==> src/rtl/tx_frame_pkg.sv <==
package tx_frame_pkg;

  typedef enum logic [2:0] {
    ST_IDLE,
    ST_PRE,
    ST_SFD,
    ST_LEN,
    ST_PAY,
    ST_CRC_LO,
    ST_CRC_HI
  } txf_state_e;

endpackage

==> src/rtl/txf_crc16.sv <==
module txf_crc16 #(
  parameter logic [15:0] POLY_REV = 16'h8408,
  parameter logic [15:0] SEED     = 16'h0000
) (
  input  logic        clk,
  input  logic        rst_n,
  input  logic        clr_i,
  input  logic        en_i,
  input  logic [7:0]  din_i,
  output logic [15:0] crc_o
);

  logic [15:0] crc_q;
  logic [15:0] crc_nxt;

  // Reflected shift register: data bit 0 enters first.
  always_comb begin
    crc_nxt = crc_q;
    for (int b = 0; b < 8; b++) begin
      crc_nxt = {1'b0, crc_nxt[15:1]} ^ ({16{crc_nxt[0] ^ din_i[b]}} & POLY_REV);
    end
  end

  always_ff @(posedge clk or negedge rst_n) begin
    if (!rst_n)     crc_q <= SEED;
    else if (clr_i) crc_q <= SEED;
    else if (en_i)  crc_q <= crc_nxt;
  end

  assign crc_o = crc_q;

  AST_CRC_SEEDED: assert property (@(posedge clk) disable iff (!rst_n)
    clr_i |=> (crc_q == SEED));

endmodule

==> src/rtl/txf_ctrl.sv <==
module txf_ctrl
  import tx_frame_pkg::*;
#(
  parameter int PRE_BYTES = 4,
  parameter int LEN_W     = 7
) (
  input  logic             clk,
  input  logic             rst_n,
  input  logic             start_i,
  input  logic             fifo_valid_i,
  input  logic [LEN_W-1:0] len_i,
  input  logic             tx_ready_i,
  output txf_state_e       state_o,
  output logic             tx_valid_o,
  output logic             fifo_pop_o,
  output logic             start_acc_o,
  output logic             crc_en_o,
  output logic             sfd_sent_o,
  output logic             last_sent_o,
  output logic             abort_o
);

  localparam int PCW = (PRE_BYTES > 1) ? $clog2(PRE_BYTES) : 1;
  localparam logic [PCW-1:0]   PRE_LAST  = PCW'(PRE_BYTES - 1);
  localparam logic [LEN_W-1:0] CRC_BYTES = LEN_W'(2);

  txf_state_e       state_q;
  txf_state_e       state_d;
  logic [PCW-1:0]   pre_cnt_q;
  logic [PCW-1:0]   pre_cnt_d;
  logic [LEN_W-1:0] pay_left_q;
  logic [LEN_W-1:0] pay_left_d;

  logic from_fifo;
  logic xfer;
  logic starve;

  assign from_fifo  = (state_q == ST_LEN) || (state_q == ST_PAY);
  assign tx_valid_o = (state_q != ST_IDLE) && (!from_fifo || fifo_valid_i);
  assign xfer       = tx_valid_o && tx_ready_i;
  assign starve     = from_fifo && tx_ready_i && !fifo_valid_i;

  assign fifo_pop_o  = from_fifo && xfer;
  assign start_acc_o = (state_q == ST_IDLE) && start_i;
  assign crc_en_o    = (state_q == ST_PAY) && xfer;
  assign sfd_sent_o  = (state_q == ST_SFD) && xfer;
  assign last_sent_o = (state_q == ST_CRC_HI) && xfer;
  assign abort_o     = starve;
  assign state_o     = state_q;

  always_comb begin
    state_d    = state_q;
    pre_cnt_d  = pre_cnt_q;
    pay_left_d = pay_left_q;
    unique case (state_q)
      ST_IDLE: begin
        if (start_i) begin
          state_d   = ST_PRE;
          pre_cnt_d = '0;
        end
      end
      ST_PRE: begin
        if (xfer) begin
          if (pre_cnt_q == PRE_LAST) state_d = ST_SFD;
          else                       pre_cnt_d = pre_cnt_q + 1'b1;
        end
      end
      ST_SFD: begin
        if (xfer) state_d = ST_LEN;
      end
      ST_LEN: begin
        if (starve) begin
          state_d = ST_IDLE;
        end else if (xfer) begin
          if (len_i <= CRC_BYTES) begin
            state_d    = ST_CRC_LO;
            pay_left_d = '0;
          end else begin
            state_d    = ST_PAY;
            pay_left_d = len_i - CRC_BYTES;
          end
        end
      end
      ST_PAY: begin
        if (starve) begin
          state_d = ST_IDLE;
        end else if (xfer) begin
          pay_left_d = pay_left_q - 1'b1;
          if (pay_left_q == LEN_W'(1)) state_d = ST_CRC_LO;
        end
      end
      ST_CRC_LO: begin
        if (xfer) state_d = ST_CRC_HI;
      end
      ST_CRC_HI: begin
        if (xfer) state_d = ST_IDLE;
      end
      default: state_d = ST_IDLE;
    endcase
  end

  always_ff @(posedge clk or negedge rst_n) begin
    if (!rst_n) begin
      state_q    <= ST_IDLE;
      pre_cnt_q  <= '0;
      pay_left_q <= '0;
    end else begin
      state_q    <= state_d;
      pre_cnt_q  <= pre_cnt_d;
      pay_left_q <= pay_left_d;
    end
  end

  AST_PAY_NONZERO: assert property (@(posedge clk) disable iff (!rst_n)
    (state_q == ST_PAY) |-> (pay_left_q != '0));

  AST_ABORT_IDLES: assert property (@(posedge clk) disable iff (!rst_n)
    abort_o |=> (state_q == ST_IDLE) && !tx_valid_o);

  AST_BUSY_START_DROPPED: assert property (@(posedge clk) disable iff (!rst_n)
    (start_i && (state_q == ST_PAY) && !tx_ready_i) |=> (state_q == ST_PAY));

  AST_HEADER_NO_POP: assert property (@(posedge clk) disable iff (!rst_n)
    ((state_q == ST_PRE) || (state_q == ST_SFD)) |-> !fifo_pop_o);

endmodule

==> src/rtl/txf_status.sv <==
module txf_status (
  input  logic clk,
  input  logic rst_n,
  input  logic start_acc_i,
  input  logic sfd_sent_i,
  input  logic last_sent_i,
  input  logic abort_i,
  output logic sfd_o,
  output logic irq_o,
  output logic underflow_o
);

  logic sfd_q;
  logic irq_q;
  logic uflow_q;

  always_ff @(posedge clk or negedge rst_n) begin
    if (!rst_n) begin
      sfd_q   <= 1'b0;
      irq_q   <= 1'b0;
      uflow_q <= 1'b0;
    end else begin
      irq_q <= sfd_sent_i;
      if (sfd_sent_i)                  sfd_q <= 1'b1;
      else if (last_sent_i || abort_i) sfd_q <= 1'b0;
      if (abort_i)          uflow_q <= 1'b1;
      else if (start_acc_i) uflow_q <= 1'b0;
    end
  end

  assign sfd_o       = sfd_q;
  assign irq_o       = irq_q;
  assign underflow_o = uflow_q;

  AST_IRQ_SINGLE: assert property (@(posedge clk) disable iff (!rst_n)
    irq_q |=> !irq_q);

  AST_IRQ_AT_RISE: assert property (@(posedge clk) disable iff (!rst_n)
    $rose(sfd_q) |-> irq_q);

  AST_UFLOW_NO_SFD: assert property (@(posedge clk) disable iff (!rst_n)
    uflow_q |-> !sfd_q);

endmodule

==> src/rtl/tx_frame_seq.sv <==
module tx_frame_seq
  import tx_frame_pkg::*;
#(
  parameter int          PRE_BYTES = 4,
  parameter logic [7:0]  PRE_VAL   = 8'h00,
  parameter logic [7:0]  SFD_VAL   = 8'hA7,
  parameter int          LEN_W     = 7,
  parameter logic [15:0] POLY_REV  = 16'h8408
) (
  input  logic       clk,
  input  logic       rst_n,
  input  logic       start_i,
  input  logic [7:0] fifo_data_i,
  input  logic       fifo_valid_i,
  output logic       fifo_pop_o,
  output logic [7:0] tx_byte_o,
  output logic       tx_valid_o,
  input  logic       tx_ready_i,
  output logic       sfd_o,
  output logic       sfd_irq_o,
  output logic       underflow_o
);

  txf_state_e  state;
  logic        start_acc;
  logic        crc_en;
  logic        sfd_sent;
  logic        last_sent;
  logic        abort;
  logic [15:0] crc;

  txf_ctrl #(
    .PRE_BYTES (PRE_BYTES),
    .LEN_W     (LEN_W)
  ) u_ctrl (
    .clk          (clk),
    .rst_n        (rst_n),
    .start_i      (start_i),
    .fifo_valid_i (fifo_valid_i),
    .len_i        (fifo_data_i[LEN_W-1:0]),
    .tx_ready_i   (tx_ready_i),
    .state_o      (state),
    .tx_valid_o   (tx_valid_o),
    .fifo_pop_o   (fifo_pop_o),
    .start_acc_o  (start_acc),
    .crc_en_o     (crc_en),
    .sfd_sent_o   (sfd_sent),
    .last_sent_o  (last_sent),
    .abort_o      (abort)
  );

  txf_crc16 #(
    .POLY_REV (POLY_REV),
    .SEED     (16'h0000)
  ) u_crc (
    .clk   (clk),
    .rst_n (rst_n),
    .clr_i (start_acc),
    .en_i  (crc_en),
    .din_i (fifo_data_i),
    .crc_o (crc)
  );

  txf_status u_status (
    .clk         (clk),
    .rst_n       (rst_n),
    .start_acc_i (start_acc),
    .sfd_sent_i  (sfd_sent),
    .last_sent_i (last_sent),
    .abort_i     (abort),
    .sfd_o       (sfd_o),
    .irq_o       (sfd_irq_o),
    .underflow_o (underflow_o)
  );

  always_comb begin
    unique case (state)
      ST_PRE:    tx_byte_o = PRE_VAL;
      ST_SFD:    tx_byte_o = SFD_VAL;
      ST_LEN,
      ST_PAY:    tx_byte_o = fifo_data_i;
      ST_CRC_LO: tx_byte_o = crc[7:0];
      ST_CRC_HI: tx_byte_o = crc[15:8];
      default:   tx_byte_o = 8'h00;
    endcase
  end

  AST_HOLD_BYTE: assert property (@(posedge clk) disable iff (!rst_n)
    (tx_valid_o && !tx_ready_i && (state != ST_LEN) && (state != ST_PAY))
      |=> tx_valid_o && $stable(tx_byte_o));

  AST_POP_IS_XFER: assert property (@(posedge clk) disable iff (!rst_n)
    fifo_pop_o |-> (tx_valid_o && tx_ready_i && fifo_valid_i));

endmodule

==> config.mk <==
export PLATFORM = sky130hd
export DESIGN_NAME = tx_frame_seq
export DESIGN_NICKNAME = d
export VERILOG_FILES = /design/src/rtl/tx_frame_pkg.sv /design/src/rtl/txf_crc16.sv /design/src/rtl/txf_ctrl.sv /design/src/rtl/txf_status.sv /design/src/rtl/tx_frame_seq.sv
export SDC_FILE = /design/constraint.sdc
export NUM_CORES = 1
export LEC_CHECK = 0
export BUFFER_PORTS_ARGS = -buffer_cell sky130_fd_sc_hd__buf_4
export CORE_MARGIN = 5
export CORE_UTILIZATION = 30
export CTS_CLUSTER_SIZE = 25
export DETAILED_ROUTE_END_ITERATION = 10
export SLEW_MARGIN = 5
export SYNTH_ARGS = -nofsm -noshare
export SYNTH_HDL_FRONTEND = slang
export SYNTH_SLANG_ARGS = --single-unit
==> constraint.sdc <==
create_clock -name clk -period 1.55 [get_ports clk]
set_input_delay 0.155 -clock clk [delete_from_list [all_inputs] [get_ports clk]]
set_output_delay 0.155 -clock clk [all_outputs]
set_load 0.03 [all_outputs]
# Word level (Yosys, flattened, before mapping)
# Index checks and enable logic that the tools add are counted.
# W data, S select, Z words.
[classes]
n_addsub = 3
magnitude_cmp = 1
eq_ne = 22
n_mux = 30
bitwise_logic = 16
reduce_logical = 25
[ops]
columns = ["cell", "count"]
rows = [
  ["$xor A15 B16 Y16", 8],
  ["$mux W7", 5],
  ["$mux W3", 11],
  ["$mux W16", 2],
  ["$pmux W8 S4", 1],
  ["$pmux W3 S7", 1],
  ["$ne A2 B1 Y1 const B", 7],
  ["$pmux W7 S2", 1],
  ["$reduce_bool A2 Y1", 5],
  ["$eq A3 B3 Y1 const B", 3],
  ["$logic_and A1 B1 Y1", 9],
  ["$reduce_and A9 Y1", 1],
  ["$ne A2 B2 Y1 const B", 4],
  ["$xor A1 B1 Y1", 8],
  ["$eq A7 B1 Y1 const B", 1],
  ["$le A7 B2 Y1 const B", 1],
  ["$sub A7 B1 Y7 const B", 1],
  ["$sub A7 B2 Y7 const B", 1],
  ["$eq A3 B2 Y1 const B", 2],
  ["$mux W2", 3],
  ["$ne A3 B1 Y1 const B", 2],
  ["$mux W1", 5],
  ["$reduce_and A5 Y1", 1],
  ["$pmux W2 S2", 1],
  ["10 further kinds", 13],
]
[word_totals]
ff_bits = 31
inputBits = 13
out_inout_bits = 13
word_cells = 104

# Depth between registers and ports, before layout
[depth]
word_depth = 18
ltp_mapped = 6
ltp_nobuf = 6

# Hierarchy
# From an unflattened synthesis, not the netlist that was laid out.
[unflattened]
cells_unflattened = 247
area_unflattened_um2 = 2456.1
[modules_own_cells]
columns = ["mod", "instances", "cells_each", "area_each_um2"]
rows = [
  ["txf_crc16", 1, 78, 1037.2],
  ["txf_ctrl", 1, 124, 1013.5],
  ["tx_frame_seq", 1, 38, 305.3],
  ["txf_status", 1, 7, 100.1],
]

# Least setup slack after synthesis
# No wires, ideal clock.
[synth_path]
kind = "register to output"
start = "register u_ctrl.state_q[0] (netlist: u_ctrl.state_o[0])"
end = "output tx_byte_o[0]"
t_arrival_ps = 1737
slack_ps = -342
path_stages_with_launch = 5
path_buffers = 2
cell_sequence = "dfrtp_1 > buf_2 > buf_1 > mux2i_1 > o21ai_0"
[synth_via]
elab_chain_len = 3
elab_cells_between_ends = 7
[synth_lines]
columns = ["item", "line", "text"]
rows = [
  ["from (decl)", "txf_ctrl.sv:27", "txf_state_e state_q;"],
  ["from (signal assigned)", "txf_ctrl.sv:108", "state_q <= state_d;"],
  ["$eq A3 B3 Y1 or $eq A3 B2 Y1 (tied branches)", "tx_frame_seq.sv:77", "unique case (state)"],
  ["$reduce_or A2 Y1", "tx_frame_seq.sv:77", ""],
  ["$pmux W8 S4 *", "tx_frame_seq.sv:77", ""],
  ["to (decl)", "tx_frame_seq.sv:16", "output logic [7:0] tx_byte_o,"],
]
# Every way passes the cells marked *; elsewhere a longest branch is shown, timed or not.

# Worst setup path in the final report
[layout_path]
start = "register u_ctrl.state_q[0] (netlist: u_ctrl.state_o[0])"
end = "output fifo_pop_o"
[layout_via]
elab_chain_len = 7
elab_cells_between_ends = 9
[layout_lines]
columns = ["item", "line", "text"]
rows = [
  ["$eq A3 B2 Y1 or $eq A3 B3 Y1 (tied branches)", "txf_ctrl.sv:38", "assign from_fifo = (state_q == ST_LEN) || (state_q == ST_PAY);"],
  ["$logic_or A1 B1 Y1", "txf_ctrl.sv:38", ""],
  ["$logic_not A1 Y1", "txf_ctrl.sv:39", "assign tx_valid_o = (state_q != ST_IDLE) && (!from_fifo || fifo_valid_i);"],
  ["$logic_or A1 B1 Y1", "txf_ctrl.sv:39", ""],
  ["$logic_and A1 B1 Y1", "txf_ctrl.sv:39", ""],
  ["$logic_and A1 B1 Y1", "txf_ctrl.sv:40", "assign xfer = tx_valid_o && tx_ready_i;"],
  ["$logic_and A1 B1 Y1 *", "txf_ctrl.sv:43", "assign fifo_pop_o = from_fifo && xfer;"],
  ["to (decl)", "tx_frame_seq.sv:15", "output logic fifo_pop_o,"],
]
# Marked as above.

==> impl_results.md <==
- Min-delay src: tx_ready_i
- # H-tree levels: 2
- Global-route usage over all layers: 0.1566
- Max Cap Violations: 0
- Vias: between 2000 and 2500
- Mapped Area: ~2100 um^2
- VDD IR max: ~0.78 mV
- Die H: between 90 and 100 um
- First-pass GRT wire length: between 10 and 15 mm
- Pre-Repair DR Iteration Count: 4
- Worst-case clock buffer depth: 2
- PD cells: 1945 nW/um^2
- CORE AREA: about 6800 um^2
- CP arrival: between 1.5 and 2 ns
- Clock Pin Slew Worst Setup and Hold Paths: approximately 0.070 ns
- Area leader, netlist: dfrtp_1
- RD Place Congestion: about 0.87
- Post-synth net total: about 270
- Worst hold stages: 2
- CP startpoint kind: flop
- Ys flop type: dfrtp_1
- Final count of pins violating max slew: 0
- Row cnt: 30
- Die ar.: 8823 um^2
- P_leak: 1.367 nW
- Setup slack, reg-to-reg: -0.13 ns
- Status: finished with violations
- DR DRC count: 0
- Via count of the first global-routing pass: about 2200
- Final period util: 1.122
- CTS root buf: clkbuf_8
- Critical Path Start: u_ctrl.state_o[0]
- Fin cells: 412
- Sequential area share after synthesis: 0.3671
- RR Startpoint: u_ctrl.state_o[0]
- Placed insts: 386
- RSZ-0062 raised after global routing: true
- Clk sink count: 31
- Yosys cell types: 46
- GRT overflow: 0
- CTS tree: done
- Post-route ant nets: 0
- Nets@finish: 332
- Cell chain of the critical path: or3b_4 -> a21o_4 -> inv_8 -> buf_6
- Final Hold Fails: 0
- Hold WS: ~0.21 ns
- FFs w/ async S/R, synth: 1.000
- RR Endpoint: u_crc.crc_o[5]
- Slew margin rel.: 0.7245
- Crit end category: output port
- Synth top area share: 0.3671
- Post-synthesis register bit count: 31
- EDFF count, synth: 0
- CTS Buf Count: 5
- Max Freq: ~0.58 GHz
- R2R depth: 7
- Routed wire length per instance: ~16 um
- Final WS setup: -0.1885 ns
- Fin area: between 3000 and 4000 um^2
- Top cells by area, synth: dfrtp_1 37%, xnor2_1 8.7%, o21ai_0 6.9%, nand2_1 5.9%, xor2_1 2.9%
- Antenna violations before repair: 0
- Detailed-placement wirelength estimate: between 4 and 5 mm
- Vias per inst: between 5 and 6
- Layout area overhead: 52.22%
- Starting Density: 0.3093
- Ports: 26
- Min-Delay Path Class: input pin to flop
- Die X: roughly 94 um
- Violated checks: negative setup slack
- Routed WL: 6.418 mm
- Hold endpoint: u_status.irq_o
- Critical path peak fanout: 6
- Worst slew pin tran: just over 0.4 ns
- # setup viols final: 38
- CP max stage cell: dfrtp_2
- Setup Skew: about 0.0066 ns
- Port Buf Inserts: 25
- Share of cells above drive strength 1: 0.4177
- Post-DP Area: between 2000 and 3000 um^2
- Synth Area per Inst: approximately 8.4 um^2
- Tmin final: 1.739 ns
- WS Path Type: flop to output port
- Synth Instances: 251
- Largest net degree at the start of global routing: 32
- Clk Latency, worst-skew pair: roughly 0.29 ns
- Yosys warnings: 0
- Diode count: 0
- WP data required: 1.39 ns
- Initial DRC count: 112
- CP max stage delay: roughly 0.46 ns
[placed cells by master (no fill, tap or decap), types with 3 or more instances in the layout]
master / count
buf_4: 46
dfrtp_1: 29
nand2_1: 27
buf_6: 22
xnor2_1: 21
o21ai_1: 13
o21ai_0: 11
inv_1: 10
nor2_1: 10
a21oi_1: 8
nand3_2: 7
xor2_1: 7
clkbuf_8: 6
mux2i_1: 5
nand3_1: 5
nor2_4: 4
nor2b_1: 4
o21ai_2: 4
o221ai_2: 4
ha_1: 4
inv_2: 3
nand2_4: 3
nand2_2: 3
a21oi_2: 3
nor3b_1: 3
nor3_1: 3
o211ai_1: 3
[worst max-delay path, delay by kind of cell, from the launching register on]
kind / cells / cell delay, ns
buffers and inverters: 2 / 0.16
flip-flops: 1 / 0.46
AO/OA/AOI/OAI: 1 / 0.24
AND/OR/NAND/NOR: 1 / 0.43
[synth_stat cells, types with 5 or more instances]
cell type and count:
nor2_1 13, dfrtp_1 31, nand2_1 33, inv_1 13
xor2_1 7, o22ai_1 5, o221ai_1 5, clkbuf_1 8
mux2i_1 6, o21ai_0 29, a21oi_1 11, nand3_1 12
xnor2_1 21
[worst max-delay path by stage]
| stage | endpoint | slack, ns | depth (start not counted) |
|---|---|---|---|
| detailed placement | u_crc.crc_o[5] | -0.08 | 5 |
| global route | tx_byte_o[2] | -0.23 | 4 |
| CTS | tx_byte_o[2] | -0.19 | 4 |
| global placement | u_ctrl.pay_left_q[5] | -0.02 | 4 |
| finish | fifo_pop_o | -0.19 | 4 |
| floorplan | u_ctrl.state_o[0] | -0.08 | 6 |
[registers in the layout, summed over array words and instances, names as in the netlist]
signal / count
u_ctrl.pre_cnt_q: 2
u_ctrl.state_o: 3
u_ctrl.pay_left_q: 7
u_status.underflow_o: 1
u_status.sfd_o: 1
u_status.irq_o: 1
u_crc.crc_o: 16
[repair_timing]
item                                    CTS  global route
setup buffers                            14             1
endpoints found under the setup margin   30            38
endpoints found under the hold margin    31             0
hold buffers                              1             0
pin swaps                                16             9
gates resized for setup                  53            10
gates cloned                              2             0
[per-stage QoR]
step	total power (W)	worst slack (ns)	TNS [ns]	util
finish	0.006257	-0.1885	-3.047	0.4709
global route	0.006660	-0.2273	-5.465	0.4709
CTS	0.006162	-0.1866	-2.560	0.4658
detailed placement	0.004729	-0.07704	-0.3929	0.3980
global placement	0.004716	-0.02039	-0.03904	0.3980
floorplan	0.003688	-0.07986	-0.4469	-
[power by group]
| part | total (W) | switching [W] | internal [W] |
|---|---|---|---|
| Sequential | 0.00147 | 0.000338 | 0.00113 |
| Clock | 0.000848 | 0.000328 | 0.000520 |
| Combinational | 0.00394 | 0.00205 | 0.00189 |
| Total | 0.00626 | 0.00272 | 0.00354 |
[cells by family after synthesis]
logic type,count (synthesis),synth area share
compound gates,69,0.2013
xor+xnor,28,0.1160
fa+ha+maj,4,0.02368
buf+inv,29,0.06098
flops,31,0.3671
mux,7,0.03375
simple gates,83,0.1972
[area by class of cell]
type | instances | area (um^2)
Fill cell | 646 | 3615
Multi-Input combinational cell | 191 | 1470
Sequential cell | 31 | 778.2
Timing Repair Buffer | 72 | 670.6
Tap cell | 96 | 120.1
Clock buffer | 6 | 82.58
Inverter | 14 | 60.06
Clock inverter | 2 | 35.03
[layer usage]
metal	GRT usage	vias to the layer above	routed length, um
met5	0	-	0
met4	0.03610	0	74
met3	0.03045	6	254
met2	0.2655	38	3219
met1	0.2046	1010	2870
li1	-	1017	-
(Power assumes the default switching activity.)
